**config.mk**
```make
export PLATFORM = sky130hd
export DESIGN_NAME = dma_lane_channel
export DESIGN_NICKNAME = d
export VERILOG_FILES = /design/src/rtl/dma_lane_pkg.sv /design/src/rtl/dma_lane_regs.sv /design/src/rtl/dma_lane_boffset.sv /design/src/rtl/dma_lane_seq.sv /design/src/rtl/dma_lane_channel.sv
export SDC_FILE = /design/constraint.sdc
export NUM_CORES = 1
export LEC_CHECK = 0
export BUFFER_PORTS_ARGS = -buffer_cell sky130_fd_sc_hd__buf_4
export CORE_MARGIN = 4
export CORE_UTILIZATION = 52
export DETAILED_ROUTE_END_ITERATION = 10
export PLACE_DENSITY = 0.81
export SYNTH_ARGS = -nofsm -noshare
export SYNTH_HDL_FRONTEND = slang
export SYNTH_HIERARCHICAL = 1
export SYNTH_SLANG_ARGS = --single-unit
```
**constraint.sdc**
```tcl
create_clock -name clk -period 3 [get_ports clk]
set_input_delay 0.6 -clock clk [delete_from_list [all_inputs] [get_ports clk]]
set_output_delay 0.6 -clock clk [all_outputs]
set_load 0.005 [all_outputs]
```
**src/rtl/dma_lane_pkg.sv**
```systemverilog
package dma_lane_pkg;
    localparam int DATA_W = 8;
    localparam int ADDR_W = 24;
    localparam int CNT_W  = 16;
    localparam int CYC_W  = 20;
    localparam int NREG   = 7;
    localparam int REG_AW = 3;

    localparam int OFF_CTRL  = 0;
    localparam int OFF_PORT  = 1;
    localparam int OFF_A_LO  = 2;
    localparam int OFF_A_MID = 3;
    localparam int OFF_A_BNK = 4;
    localparam int OFF_N_LO  = 5;
    localparam int OFF_N_HI  = 6;

    localparam logic [15:0] B_WINDOW  = 16'h2100;
    localparam logic [7:0]  WRAM_PORT = 8'h80;
    localparam logic [7:0]  FILL_BYTE = 8'hFF;

    localparam logic [CYC_W-1:0] CYC_START = CYC_W'(8);
    localparam logic [CYC_W-1:0] COST_FULL = CYC_W'(8);
    localparam logic [CYC_W-1:0] COST_WIPE = CYC_W'(4);

    typedef struct packed {
        logic       b_to_a;
        logic [1:0] spare;
        logic       step_down;
        logic       hold;
        logic [2:0] mode;
    } ctrl_t;

    typedef enum logic [2:0] {
        ST_IDLE,
        ST_CHECK,
        ST_READ,
        ST_WRITE,
        ST_STEP,
        ST_DONE
    } seq_state_t;
endpackage

```
**src/rtl/dma_lane_regs.sv**
```systemverilog
module dma_lane_regs
    import dma_lane_pkg::*;
#(
    parameter int NR = NREG,
    parameter int AW = REG_AW,
    parameter int DW = DATA_W,
    parameter int CW = CNT_W
) (
    input  logic          clk,
    input  logic          rst_n,
    input  logic          reg_wr,
    input  logic          reg_rd,
    input  logic [AW-1:0] reg_addr,
    input  logic [DW-1:0] reg_wdata,
    input  logic          lock,
    input  logic          upd_en,
    input  logic [15:0]   upd_a_lo,
    input  logic [CW-1:0] upd_cnt,
    output logic [DW-1:0] reg_rdata,
    output logic          reg_bad,
    output ctrl_t         ctrl,
    output logic [DW-1:0] port,
    output logic [23:0]   a_addr,
    output logic [CW-1:0] count
);
    logic [NR-1:0][DW-1:0] bytes_q;
    logic [NR-1:0][DW-1:0] upd_val;
    logic [NR-1:0]         upd_mask;

    always_comb begin
        upd_val  = bytes_q;
        upd_mask = '0;
        upd_val[OFF_A_LO]  = upd_a_lo[7:0];
        upd_val[OFF_A_MID] = upd_a_lo[15:8];
        upd_val[OFF_N_LO]  = upd_cnt[7:0];
        upd_val[OFF_N_HI]  = upd_cnt[15:8];
        upd_mask[OFF_A_LO]  = 1'b1;
        upd_mask[OFF_A_MID] = 1'b1;
        upd_mask[OFF_N_LO]  = 1'b1;
        upd_mask[OFF_N_HI]  = 1'b1;
    end

    always_ff @(posedge clk) begin
        if (!rst_n) begin
            bytes_q <= '0;
        end else begin
            for (int i = 0; i < NR; i++) begin
                if (upd_en && upd_mask[i])
                    bytes_q[i] <= upd_val[i];
                else if (!lock && reg_wr && reg_addr == AW'(i))
                    bytes_q[i] <= reg_wdata;
            end
        end
    end

    always_comb begin
        reg_rdata = '0;
        for (int i = 0; i < NR; i++) begin
            if (reg_addr == AW'(i))
                reg_rdata = bytes_q[i];
        end
    end

    assign reg_bad = (reg_wr || reg_rd) && (reg_addr >= AW'(NR));
    assign ctrl    = ctrl_t'(bytes_q[OFF_CTRL]);
    assign port    = bytes_q[OFF_PORT];
    assign a_addr  = {bytes_q[OFF_A_BNK], bytes_q[OFF_A_MID], bytes_q[OFF_A_LO]};
    assign count   = {bytes_q[OFF_N_HI], bytes_q[OFF_N_LO]};
endmodule

```
**src/rtl/dma_lane_boffset.sv**
```systemverilog
module dma_lane_boffset #(
    parameter int MW = 3,
    parameter int IW = 2
) (
    input  logic [MW-1:0] mode,
    input  logic [IW-1:0] idx,
    output logic [1:0]    off
);
    always_comb begin
        unique case (mode)
            MW'(1):  off = {1'b0, idx[0]};
            MW'(3):  off = {1'b0, idx[1]};
            MW'(4):  off = idx[1:0];
            default: off = 2'd0;
        endcase
    end
endmodule

```
**src/rtl/dma_lane_seq.sv**
```systemverilog
module dma_lane_seq
    import dma_lane_pkg::*;
#(
    parameter int AW = ADDR_W,
    parameter int DW = DATA_W,
    parameter int CW = CNT_W,
    parameter int YW = CYC_W,
    parameter int IW = 2
) (
    input  logic          clk,
    input  logic          rst_n,
    input  logic          start,
    input  ctrl_t         ctrl,
    input  logic [DW-1:0] port,
    input  logic [AW-1:0] a_addr,
    input  logic [AW-1:0] b_addr,
    input  logic [CW-1:0] count,
    input  logic [YW-1:0] budget,
    input  logic          a_is_wram,
    input  logic          m_ack,
    input  logic [DW-1:0] m_rdata,
    output logic [IW-1:0] idx,
    output logic          upd_en,
    output logic [15:0]   upd_a_lo,
    output logic [CW-1:0] upd_cnt,
    output logic          busy,
    output logic          enable,
    output logic          done,
    output logic [YW-1:0] done_cycles,
    output logic          m_req,
    output logic          m_we,
    output logic [AW-1:0] m_addr,
    output logic [DW-1:0] m_wdata
);
    seq_state_t    state_q, state_d;
    logic [YW-1:0] cycles_q, cost_q, cyc_next;
    logic [IW-1:0] idx_q;
    logic [DW-1:0] data_q;
    logic          wipe_q, enable_q, special, keep_going;

    assign special    = (port == WRAM_PORT) && a_is_wram;
    assign cyc_next   = cycles_q + cost_q;
    assign upd_cnt    = count - CW'(1);
    assign keep_going = (upd_cnt != '0) && (cyc_next < budget);
    assign upd_a_lo   = ctrl.hold      ? a_addr[15:0] :
                        ctrl.step_down ? a_addr[15:0] - 16'd1 :
                                         a_addr[15:0] + 16'd1;

    // state register
    always_ff @(posedge clk) begin
        if (!rst_n) state_q <= ST_IDLE;
        else        state_q <= state_d;
    end

    // transitions
    always_comb begin
        state_d = state_q;
        unique case (state_q)
            ST_IDLE:  if (start) state_d = ST_CHECK;
            ST_CHECK: begin
                if (!special)          state_d = ST_READ;
                else if (ctrl.b_to_a)  state_d = ST_WRITE;
                else                   state_d = ST_STEP;
            end
            ST_READ:  if (m_ack) state_d = ST_WRITE;
            ST_WRITE: if (m_ack) state_d = ST_STEP;
            ST_STEP:  state_d = keep_going ? ST_CHECK : ST_DONE;
            ST_DONE:  state_d = ST_IDLE;
            default:  state_d = ST_IDLE;
        endcase
    end

    // per-run datapath
    always_ff @(posedge clk) begin
        if (!rst_n) begin
            cycles_q <= '0;
            cost_q   <= COST_FULL;
            idx_q    <= '0;
            data_q   <= '0;
            wipe_q   <= 1'b0;
            enable_q <= 1'b0;
        end else begin
            unique case (state_q)
                ST_IDLE: if (start) begin
                    cycles_q <= CYC_START;
                    idx_q    <= '0;
                    enable_q <= 1'b1;
                end
                ST_CHECK: begin
                    wipe_q <= special && ctrl.b_to_a;
                    cost_q <= (special && ctrl.b_to_a) ? COST_WIPE : COST_FULL;
                end
                ST_READ:  if (m_ack) data_q <= m_rdata;
                ST_WRITE: ;
                ST_STEP: begin
                    cycles_q <= cyc_next;
                    idx_q    <= idx_q + IW'(1);
                end
                ST_DONE:  enable_q <= 1'b0;
                default:  ;
            endcase
        end
    end

    // outputs
    always_comb begin
        m_req   = 1'b0;
        m_we    = 1'b0;
        m_addr  = '0;
        m_wdata = '0;
        upd_en  = 1'b0;
        done    = 1'b0;
        unique case (state_q)
            ST_IDLE, ST_CHECK: ;
            ST_READ: begin
                m_req  = 1'b1;
                m_addr = ctrl.b_to_a ? b_addr : a_addr;
            end
            ST_WRITE: begin
                m_req   = 1'b1;
                m_we    = 1'b1;
                m_addr  = ctrl.b_to_a ? a_addr : b_addr;
                m_wdata = wipe_q ? FILL_BYTE : data_q;
            end
            ST_STEP:  upd_en = 1'b1;
            ST_DONE:  done   = 1'b1;
            default:  ;
        endcase
    end

    assign busy        = (state_q != ST_IDLE);
    assign enable      = enable_q;
    assign done_cycles = cycles_q;
    assign idx         = idx_q;
endmodule

```
**src/rtl/dma_lane_channel.sv**
```systemverilog
module dma_lane_channel
    import dma_lane_pkg::*;
#(
    parameter int AW  = ADDR_W,
    parameter int DW  = DATA_W,
    parameter int CW  = CNT_W,
    parameter int YW  = CYC_W,
    parameter int RAW = REG_AW
) (
    input  logic           clk,
    input  logic           rst_n,
    input  logic           reg_wr,
    input  logic           reg_rd,
    input  logic [RAW-1:0] reg_addr,
    input  logic [DW-1:0]  reg_wdata,
    output logic [DW-1:0]  reg_rdata,
    output logic           reg_bad,
    input  logic           start,
    input  logic [YW-1:0]  cycle_budget,
    output logic           enable,
    output logic           busy,
    output logic           done,
    output logic [YW-1:0]  done_cycles,
    output logic           m_req,
    output logic           m_we,
    output logic [AW-1:0]  m_addr,
    output logic [DW-1:0]  m_wdata,
    input  logic           m_ack,
    input  logic [DW-1:0]  m_rdata,
    input  logic           a_is_wram,
    output logic [AW-1:0]  a_cursor
);
    localparam int IW = 2;

    ctrl_t          ctrl;
    logic [DW-1:0]  port;
    logic [23:0]    a_addr;
    logic [CW-1:0]  count, upd_cnt;
    logic [15:0]    upd_a_lo;
    logic           upd_en;
    logic [IW-1:0]  idx;
    logic [1:0]     b_off;
    logic [AW-1:0]  b_addr;

    dma_lane_regs #(.NR(NREG), .AW(RAW), .DW(DW), .CW(CW)) u_regs (
        .clk(clk), .rst_n(rst_n),
        .reg_wr(reg_wr), .reg_rd(reg_rd), .reg_addr(reg_addr), .reg_wdata(reg_wdata),
        .lock(busy), .upd_en(upd_en), .upd_a_lo(upd_a_lo), .upd_cnt(upd_cnt),
        .reg_rdata(reg_rdata), .reg_bad(reg_bad),
        .ctrl(ctrl), .port(port), .a_addr(a_addr), .count(count)
    );

    dma_lane_boffset #(.MW(3), .IW(IW)) u_boff (
        .mode(ctrl.mode), .idx(idx), .off(b_off)
    );

    assign b_addr   = AW'((B_WINDOW | {8'h00, port}) + {14'd0, b_off});
    assign a_cursor = AW'(a_addr);

    dma_lane_seq #(.AW(AW), .DW(DW), .CW(CW), .YW(YW), .IW(IW)) u_seq (
        .clk(clk), .rst_n(rst_n), .start(start),
        .ctrl(ctrl), .port(port), .a_addr(AW'(a_addr)), .b_addr(b_addr),
        .count(count), .budget(cycle_budget), .a_is_wram(a_is_wram),
        .m_ack(m_ack), .m_rdata(m_rdata),
        .idx(idx), .upd_en(upd_en), .upd_a_lo(upd_a_lo), .upd_cnt(upd_cnt),
        .busy(busy), .enable(enable), .done(done), .done_cycles(done_cycles),
        .m_req(m_req), .m_we(m_we), .m_addr(m_addr), .m_wdata(m_wdata)
    );
endmodule

```
==> flow_metrics.tcl <==
set metrics [dict create \
    syn_inst 929 \
    wl_per_cell_um 18.4 \
    syn_to_final_growth_pct 25.9 \
    outcome "complete, but fails checks" \
    drive_gt1_share_pct 24.2 \
    syn_area_um2 7230 \
    rsz0062_at_grt "yes" \
    hp-class "in -> reg" \
    cts_tree "yes" \
    vias 7465 \
    crit_chain "mux2_4 -> a32o_1 -> ha_2 -> fa_2 -> nand3_2 -> xnor2_2 -> nand2_1 -> a21oi_2 -> buf_4" \
    antenna_found_initial 0 \
    crit_arrival_ps 2420 \
    dr_wl_met2_mm 10.9 \
    tns_ps -22.0 \
    initial_utilization_pct 53.7 \
    critPathKind "reg -> out" \
    antennaDiodeCount 0 \
    rows 42 \
    async_reset_ff_share_pct 0 \
    crit_required_ps 2400 \
    crit_family "adder cells" \
    worst_slew_pin_slew_ps 866 \
    cts_buffers 9 \
    fmax_mhz 331 \
    hold_viol 0 \
    path_clk_slew_ps 70 \
    setup_viol 1 \
    dieArea_um2 15900 \
    dpl.hpwl_mm 16.2 \
    endpoint_kind "primary output" \
    max_stage_delay_ps 410 \
    dp.cells 1232 \
    clk_latency_ps 360 \
    htreeDepth 3 \
    worst_slack_ps -22.0 \
    synth_commonest_cells "118 x nand2_1, 90 x dfxtp_1, 86 x a21oi_1, 59 x nor2b_1, 56 x mux2i_1" \
    vias_per_cell 5.94 \
    ys_seq_area_share_pct 24.9 \
    ys_types 86 \
    synth_edf_count 0 \
    ys_warn_count 6 \
    die_h_um 126 \
    dpl_worst_slack_ps -0.323 \
    min_period_over_period_pct 101 \
    wl_met1_mm 9.79 \
    routed_wl_mm 23.1 \
    layout_min_cycle_time_ps 3020 \
    finClkSkew_ps 12.9 \
    grt_max_degree 95 \
    root_buffer "clkbuf_16" \
    clk_path_buf_depth 2 \
    synth-seq-cells 90 \
    ant_nets 0 \
    grt_pass1_wl_mm 35.5 \
    place_congestion 1.01 \
    maxSlewHeadroom_pct 42.2 \
    violations "setup timing" \
    drc 0 \
    io_buffers 133 \
    crit_buf_inv 1 \
    fin_cells 1256 \
    synth_top_area_cell "dfxtp_1" \
    clock-sinks 90 \
    yosysTopAreaCellShare_pct 24.9 \
    synth_area_leaders "dfxtp_1 25%, mux2i_1 7.8%, ha_1 6.6%, nand2_1 6.1%, a21oi_1 6.0%" \
    dr.max_layer_used "met4" \
    startpoint_type "register" \
    wl_met3_mm 1.82 \
    fp.dieW_um 126 \
    cp_slowest_cell "fa_2" \
    nNetsFinal 1162 \
    maxSlewViolCount 0 \
    cap_violations 0 \
    power.density_nw_per_um2 358 \
    synth.avg_cell_area_um2 7.78 \
    synthFlopType "dfxtp_1" \
    leakagePower_nw 4.28 \
    io_pins 136 \
    core_region_area_um2 13500 \
    drt_pass1_iterations 6 \
    crit_fanout 4 \
    drtIter0Drc 651 \
    grt-ovfl-total 0 \
    grt.total_usage_pct 27.1 \
    power_mw 3.26 \
    yosysMostFrequentCell "nand2_1" \
    grt_pass1_vias 6978 \
    ir_drop_mv 0.368 \
]
==> registers in the layout, indices dropped and copies added (netlist names) <==
signal,cells
u_regs/count,16
u_seq/state_q,3
u_seq/data_q,8
u_regs/ctrl,8
u_seq/done_cycles,18
u_regs/port,8
u_seq/enable,1
u_seq/idx,2
u_regs/a_addr,24
u_seq/cost_q,2
==> layer usage <==
layer  track usage (%)  up-vias
met5                 0        -
met4              7.63        0
met3              6.27       54
met2              43.8      341
met1              36.3     3507
li1                  -     3563
==> area by class of cell <==
class | instances | area [um2]
fillers | 1112 | 4350
multi-input cells | 748 | 5210
well taps | 176 | 220
repair buffers | 179 | 1350
clock inverters | 6 | 97.6
inverters | 47 | 176
clock buffers | 10 | 239
flip-flops and latches | 90 | 1810
==> path summary, 6_finish.rpt <==
path,from,endpoint,slack [ps],cells after the start
max reg2reg,u_seq/cost_q[3],u_seq/state_q[2],70,13
min,m_rdata[2],u_seq/data_q[2],500,3
min reg2reg,u_seq/data_q[2],u_seq/data_q[2],530,2
max,u_regs/ctrl[1],m_addr[6],-20,9
==> repair_timing <==
action	4_1_cts	5_1_grt
hold buffers	0	0
gates resized for setup	11	34
buffers inserted	1	7
pin swaps	2	24
endpoints found under the setup margin	5	9
==> placed cells by master (no fill, tap or decap), types with 7 or more instances in the layout <==
| master | instances |
|---|---|
| buf_4 | 178 |
| nand2_1 | 118 |
| dfxtp_1 | 83 |
| a21oi_1 | 82 |
| nor2b_1 | 59 |
| mux2i_1 | 56 |
| nor2_1 | 49 |
| inv_1 | 45 |
| o21ai_0 | 44 |
| ha_1 | 34 |
| o211a_1 | 22 |
| xnor2_1 | 21 |
| xor2_1 | 18 |
| conb_1 | 16 |
| nand2b_1 | 13 |
| nor3_1 | 13 |
| o21ai_1 | 12 |
| a21o_1 | 11 |
| nand3_1 | 10 |
| a22oi_1 | 10 |
| nand4_1 | 9 |
| clkbuf_16 | 9 |
| nand3_2 | 8 |
| and3_1 | 7 |
| a32oi_1 | 7 |
| o2bb2ai_1 | 7 |
| a22o_1 | 7 |
| dfxtp_2 | 7 |
| nor3b_1 | 7 |
==> report_power, final <==
| group | internal [mW] | switching (mW) |
|---|---|---|
| combinational | 0.296 | 0.385 |
| clock | 0.765 | 0.525 |
| sequential | 1.23 | 0.0590 |
| total | 2.29 | 0.969 |
==> cell families (layout without fill, tap and decap cells) <==
logic type	after synthesis	count (layout)	synth area share (%)
AND/OR/NAND/NOR	336	336	24.0
XOR/XNOR	46	46	5.57
other	3	16	0.156
flip-flops	90	90	24.9
multiplexers	59	59	8.38
adder cells (fa/ha/maj)	41	41	7.41
buffers and inverters	104	242	6.44
AO/OA/AOI/OAI	250	250	23.1
==> stage by stage <==
stage,hold WS (ps),util (%),cell area [um2]
final,503,67.7,9100
after global routing,505,67.7,9100
after CTS,500,66.1,8900
after detailed placement,506,63.3,8510
after global placement,498,63.3,8510
after floorplan,481,-,7290
==> worst min-delay path, cell delays in order <==
cell     delay (ps)
buf_4            80
mux2i_1          60
nor2b_1         100
(Power assumes the default switching activity.)
